<file path="src/rtl/sysopt_pkg.sv">
package sysopt_pkg;

  localparam int TSEL_W   = 2;
  localparam int BYTE_W   = 8;
  localparam int POS_SL   = 6;
  localparam int POS_STOP = 5;
  localparam int POS_WAIT = 4;
  localparam int POS_TSEL = 2;
  localparam logic [BYTE_W-1:0] OPT_RST = 8'h1C;

  typedef struct packed {
    logic              sl;
    logic              stope;
    logic              waite;
    logic [TSEL_W-1:0] tsel;
  } opt_t;

  function automatic opt_t opt_from_byte(input logic [BYTE_W-1:0] b);
    opt_t o;
    o.sl    = b[POS_SL];
    o.stope = b[POS_STOP];
    o.waite = b[POS_WAIT];
    o.tsel  = b[POS_TSEL +: TSEL_W];
    return o;
  endfunction

  function automatic logic [BYTE_W-1:0] opt_to_byte(input opt_t o);
    logic [BYTE_W-1:0] b;
    b                      = '0;
    b[POS_SL]              = o.sl;
    b[POS_STOP]            = o.stope;
    b[POS_WAIT]            = o.waite;
    b[POS_TSEL +: TSEL_W]  = o.tsel;
    return b;
  endfunction

  function automatic logic offchip_allowed(input logic sec, input logic sl,
                                           input logic fetch);
    if (!sec)       return 1'b1;
    else if (fetch) return 1'b0;
    else            return sl;
  endfunction

endpackage

</file>
<file path="src/rtl/sysopt_regfile.sv">
module sysopt_regfile
  import sysopt_pkg::*;
#(
  parameter logic [BYTE_W-1:0] RESET_VAL = OPT_RST
) (
  input  logic              clk,
  input  logic              rst_n,
  input  logic              wr_en,
  input  logic [BYTE_W-1:0] wr_data,
  output opt_t              opts,
  output logic              locked,
  output logic              open_wr
);

  localparam opt_t RST_OPTS = opt_from_byte(RESET_VAL);

  opt_t opts_q;
  opt_t wr_opts;
  logic lock_q;
  logic unused_wr_bits;

  assign wr_opts        = opt_from_byte(wr_data);
  assign unused_wr_bits = ^{wr_data[BYTE_W-1], wr_data[POS_TSEL-1:0]};
  assign open_wr        = wr_en && !lock_q;

  always_ff @(posedge clk or negedge rst_n) begin
    if (!rst_n) begin
      opts_q <= RST_OPTS;
      lock_q <= 1'b0;
    end else if (wr_en) begin
      opts_q.waite <= wr_opts.waite;
      lock_q       <= 1'b1;
      if (!lock_q) begin
        opts_q.sl    <= wr_opts.sl;
        opts_q.stope <= wr_opts.stope;
        opts_q.tsel  <= wr_opts.tsel;
      end
    end
  end

  assign opts   = opts_q;
  assign locked = lock_q;

endmodule

</file>
<file path="src/rtl/sysopt_gate.sv">
module sysopt_gate
  import sysopt_pkg::*;
(
  input  logic sec_on,
  input  logic sl,
  input  logic acc_is_fetch,
  output logic acc_ok
);

  assign acc_ok = offchip_allowed(sec_on, sl, acc_is_fetch);

endmodule

</file>
<file path="src/rtl/sysopt_mode.sv">
module sysopt_mode (
  input  logic clk,
  input  logic rst_n,
  input  logic stope,
  input  logic waite,
  input  logic ill_rst_dis,
  input  logic stop_try,
  input  logic wait_try,
  output logic mode_grant,
  output logic ill_rst_req
);

  logic grant_now;
  logic ill_now;
  logic ill_prev;

  assign grant_now = (stop_try && stope) || (wait_try && waite);
  assign ill_now   = stop_try && !stope && !waite && !ill_rst_dis;

  always_ff @(posedge clk or negedge rst_n) begin
    if (!rst_n) begin
      mode_grant  <= 1'b0;
      ill_rst_req <= 1'b0;
      ill_prev    <= 1'b0;
    end else begin
      mode_grant  <= grant_now;
      ill_rst_req <= ill_now && !ill_prev;
      ill_prev    <= ill_now;
    end
  end

endmodule

</file>
<file path="src/rtl/sysopt_lockreg.sv">
module sysopt_lockreg
  import sysopt_pkg::*;
#(
  parameter logic [7:0] RESET_VAL = OPT_RST
) (
  input  logic       clk,
  input  logic       rst_n,
  input  logic       wr_en,
  input  logic [7:0] wr_data,
  output logic [7:0] rd_data,
  input  logic       sec_on,
  input  logic       acc_is_fetch,
  output logic       acc_ok,
  input  logic       ill_rst_dis,
  input  logic       stop_try,
  input  logic       wait_try,
  output logic       mode_grant,
  output logic       ill_rst_req,
  output logic [1:0] wdog_sel
);

  opt_t opts;
  logic opt_locked;
  logic first_wr;

  sysopt_regfile #(.RESET_VAL(RESET_VAL)) i_regs (
    .clk     (clk),
    .rst_n   (rst_n),
    .wr_en   (wr_en),
    .wr_data (wr_data),
    .opts    (opts),
    .locked  (opt_locked),
    .open_wr (first_wr)
  );

  sysopt_gate i_gate (
    .sec_on       (sec_on),
    .sl           (opts.sl),
    .acc_is_fetch (acc_is_fetch),
    .acc_ok       (acc_ok)
  );

  sysopt_mode i_mode (
    .clk         (clk),
    .rst_n       (rst_n),
    .stope       (opts.stope),
    .waite       (opts.waite),
    .ill_rst_dis (ill_rst_dis),
    .stop_try    (stop_try),
    .wait_try    (wait_try),
    .mode_grant  (mode_grant),
    .ill_rst_req (ill_rst_req)
  );

  assign rd_data  = opt_to_byte(opts);
  assign wdog_sel = opts.tsel;

endmodule

</file>
<file path="config.mk">
export PLATFORM = sky130hd
export DESIGN_NAME = sysopt_lockreg
export DESIGN_NICKNAME = d
export VERILOG_FILES = /design/src/rtl/sysopt_pkg.sv /design/src/rtl/sysopt_regfile.sv /design/src/rtl/sysopt_gate.sv /design/src/rtl/sysopt_mode.sv /design/src/rtl/sysopt_lockreg.sv
export SDC_FILE = /design/constraint.sdc
export NUM_CORES = 1
export LEC_CHECK = 0
export ABC_AREA = 1
export BUFFER_PORTS_ARGS = -buffer_cell sky130_fd_sc_hd__buf_2
export CAP_MARGIN = 5
export CELL_PAD_IN_SITES_DETAIL_PLACEMENT = 0
export CELL_PAD_IN_SITES_GLOBAL_PLACEMENT = 2
export CORE_MARGIN = 5
export CORE_UTILIZATION = 22
export CTS_BUF_LIST = sky130_fd_sc_hd__clkbuf_4 sky130_fd_sc_hd__clkbuf_8
export CTS_CLUSTER_SIZE = 14
export DETAILED_ROUTE_END_ITERATION = 10
export HOLD_SLACK_MARGIN = 0.02
export PLACE_DENSITY = 0.87
export SLEW_MARGIN = 15
export SYNTH_ARGS = -nofsm -noshare
export SYNTH_HDL_FRONTEND = slang
export SYNTH_SLANG_ARGS = --single-unit
</file>
<file path="constraint.sdc">
create_clock -name clk -period 2.1 [get_ports clk]
set_clock_uncertainty 0.15 [all_clocks]
set_input_delay 0.105 -clock clk [delete_from_list [all_inputs] [get_ports clk]]
set_output_delay 0.105 -clock clk [all_outputs]
set_load 0.05 [all_outputs]
</file>
==> flow_summary.ini <==
[status]
status = complete, no violations

[synthesis]
ys_ff_latch = 9
ys_types = 11
synth.avg_cell_area_um2 = 8.58
synth_top_area_share = 0.357
synthesis.instances = 49
synth_area_leader_cell = dfrtp_1
ys_warn_count = 0
synthTopCellsByArea = dfrtp_1, dfstp_2, nand2_1, buf_4, inv_1
yosysSeqAreaShare = 0.545
syn_area_um2 = 420

[route]
drt_wl_total_um = 957
num_vias = 411
drtPass1Iterations = 4
drtAntennaViolNets = 0
viasPerCell = 3.77
wl_per_cell_um = 8.78
first_iter_violations = 2
drcViolationCount = 0

[place]
place_hpwl_um = 671
place_inst = 90
io_buffers = 22
postPlaceCellArea_um2 = 509
gp_congestion = 0.646

[power_and_ir_drop]
leakagePower_nw = 0.385
ir_drop_v = 0.000225
p_per_area_nw_per_um2 = 638
power.total_mw = 0.438

[floorplanning]
row_count = 15
die_area_um2 = 2890
io_pins = 29
die_y_um = 53.7
initial_utilization = 0.238
die_w_um = 53.7
core_um2 = 1760

[grt]
grt_start_max_net_pins = 10
grt_pass1_vias = 399
grt.overflow.total = 0
grt_pass1_wl_mm = 1.54
antenna_found_initial = 0
grt_use_total = 0.0755

[setup_path]
path_delay_family = buffers and inverters
cp-end-kind = flip-flop
cp_data_arrival_time_ns = 1.96
worst_setup_path_start_kind = input pin
path_max_fanout = 3
crit_cells = 6
critPathKind = in2reg
crit_buf_inv = 4
crit_path_frequent_cell = dlygate4sd3_1
crit_required_ns = 2.13
r2r_slack_ns = 0.59
cp_slowest_cell = dlygate4sd3_1
crit_chain = dlygate4sd3_1 -> buf_2 -> nand2_1 -> dlygate4sd3_1 -> nand2_1 -> dlygate4sd3_1
worst-r2r-cell-count = 4
max_stage_delay_ns = 0.54

[sta]
fin_crit_sh = 0.916
min_period_ns = 1.92
setup_viol = 0
hold_viol = 0
fin_setup_tns_ns = 0
timing.hold.ws_ns = 0.0682
report.final.slew_viol_count = 0
fmaxAchievable_mhz = 520
rsz0062_at_grt = no

[clock_network]
post_cts_resized = 0
numCtsBuffers = 3
cts_root_buffer = clkbuf_4
cts_tree = done
path_clk_slew_ns = 0.07
cts_sinks = 9
clock_latency_ns = 0.26
cts.path.max_buffers = 2
h-tree-depth = 1

[final_layout]
nets = 101
final_cell_mix = buf_2, nand2_1, dlygate4sd3_1
final_cell_area_um2 = 687
drive_gt1_frac = 0.381
mostFrequentLayoutCell = buf_2
diodes = 0
finalNonFillerCells = 109
area_growth_pct = 63.4

[min_path]
timing.hold.worst.class = in2async

[run]
drv_cap = 0
-- flip-flops by register name, indices dropped and copies added (netlist names) --
name                flops
i_regs.locked           1
i_mode.ill_rst_req      1
i_regs.opts             5
i_mode.mode_grant       1
i_mode.ill_prev         1
-- metal layers --
metal | global-route usage | wire (um) | vias to the layer above
li1 | - | - | 203
met1 | 0.0657 | 362 | 183
met2 | 0.137 | 457 | 22
met3 | 0.0249 | 114 | 3
met4 | 0.0638 | 22 | 0
met5 | 0 | 0 | -
-- report_power, final --
part / total, mW / switching, mW / internal [mW]
Clock: 0.133 / 0.0624 / 0.0702
Sequential: 0.191 / 0.00547 / 0.185
Combinational: 0.115 / 0.0744 / 0.0403
Total: 0.438 / 0.142 / 0.296
-- area by class of cell --
class | count | area (um2)
Fill cell | 209 | 1080
Timing Repair Buffer | 37 | 260
Sequential cell | 9 | 229
Multi-Input combinational cell | 29 | 120
Tap cell | 25 | 31.3
Clock buffer | 3 | 22.5
Inverter | 5 | 18.8
Clock inverter | 1 | 5.00
-- cell usage after synthesis (all sizes together) --
master	instances
buf	8
conb	1
dfrtp	6
dfstp	3
inv	5
nand2	21
nor2	4
o21ai	1
-- timing repair --
| action | 4_1_cts | 5_1_grt |
|---|---|---|
| endpoints found under the hold margin | 18 | 0 |
| endpoints found under the setup margin | 0 | 0 |
| setup buffers | 0 | 0 |
| hold buffers | 15 | 0 |
-- cells by family after synthesis --
logic type | share of synthesized area
AOI/OAI and AO/OA | 0.0119
buffers and inverters | 0.187
DFF | 0.545
other | 0.00892
and+or+nand+nor | 0.247
-- path summary, 6_finish.rpt --
path	to	startpoint
max	i_regs.opts[2]	wr_en
min	i_mode.ill_rst_req	rst_n
max reg2reg	i_mode.ill_prev	i_regs.opts[2]
min reg2reg	i_mode.ill_rst_req	i_mode.ill_prev
max in group asynchronous	i_regs.opts[2]	rst_n
min in group clk	i_mode.ill_rst_req	i_mode.ill_prev
-- worst reg2reg max path: cells and delay by family, from the launching register on --
kind / cells / cell delay [ns]
buffers and inverters: 2 / 0.60
DFF: 1 / 0.56
and+or+nand+nor: 2 / 0.10
-- through the flow --
stage,worst slack [ns],utilization
2_1_floorplan,0.383,-
3_3_place_gp,1.04,0.289
3_5_place_dp,1.04,0.289
4_1_cts,0.180,0.389
5_1_grt,0.114,0.389
6_report,0.176,0.389
No activity file was read; power rests on OpenSTA's default activity.
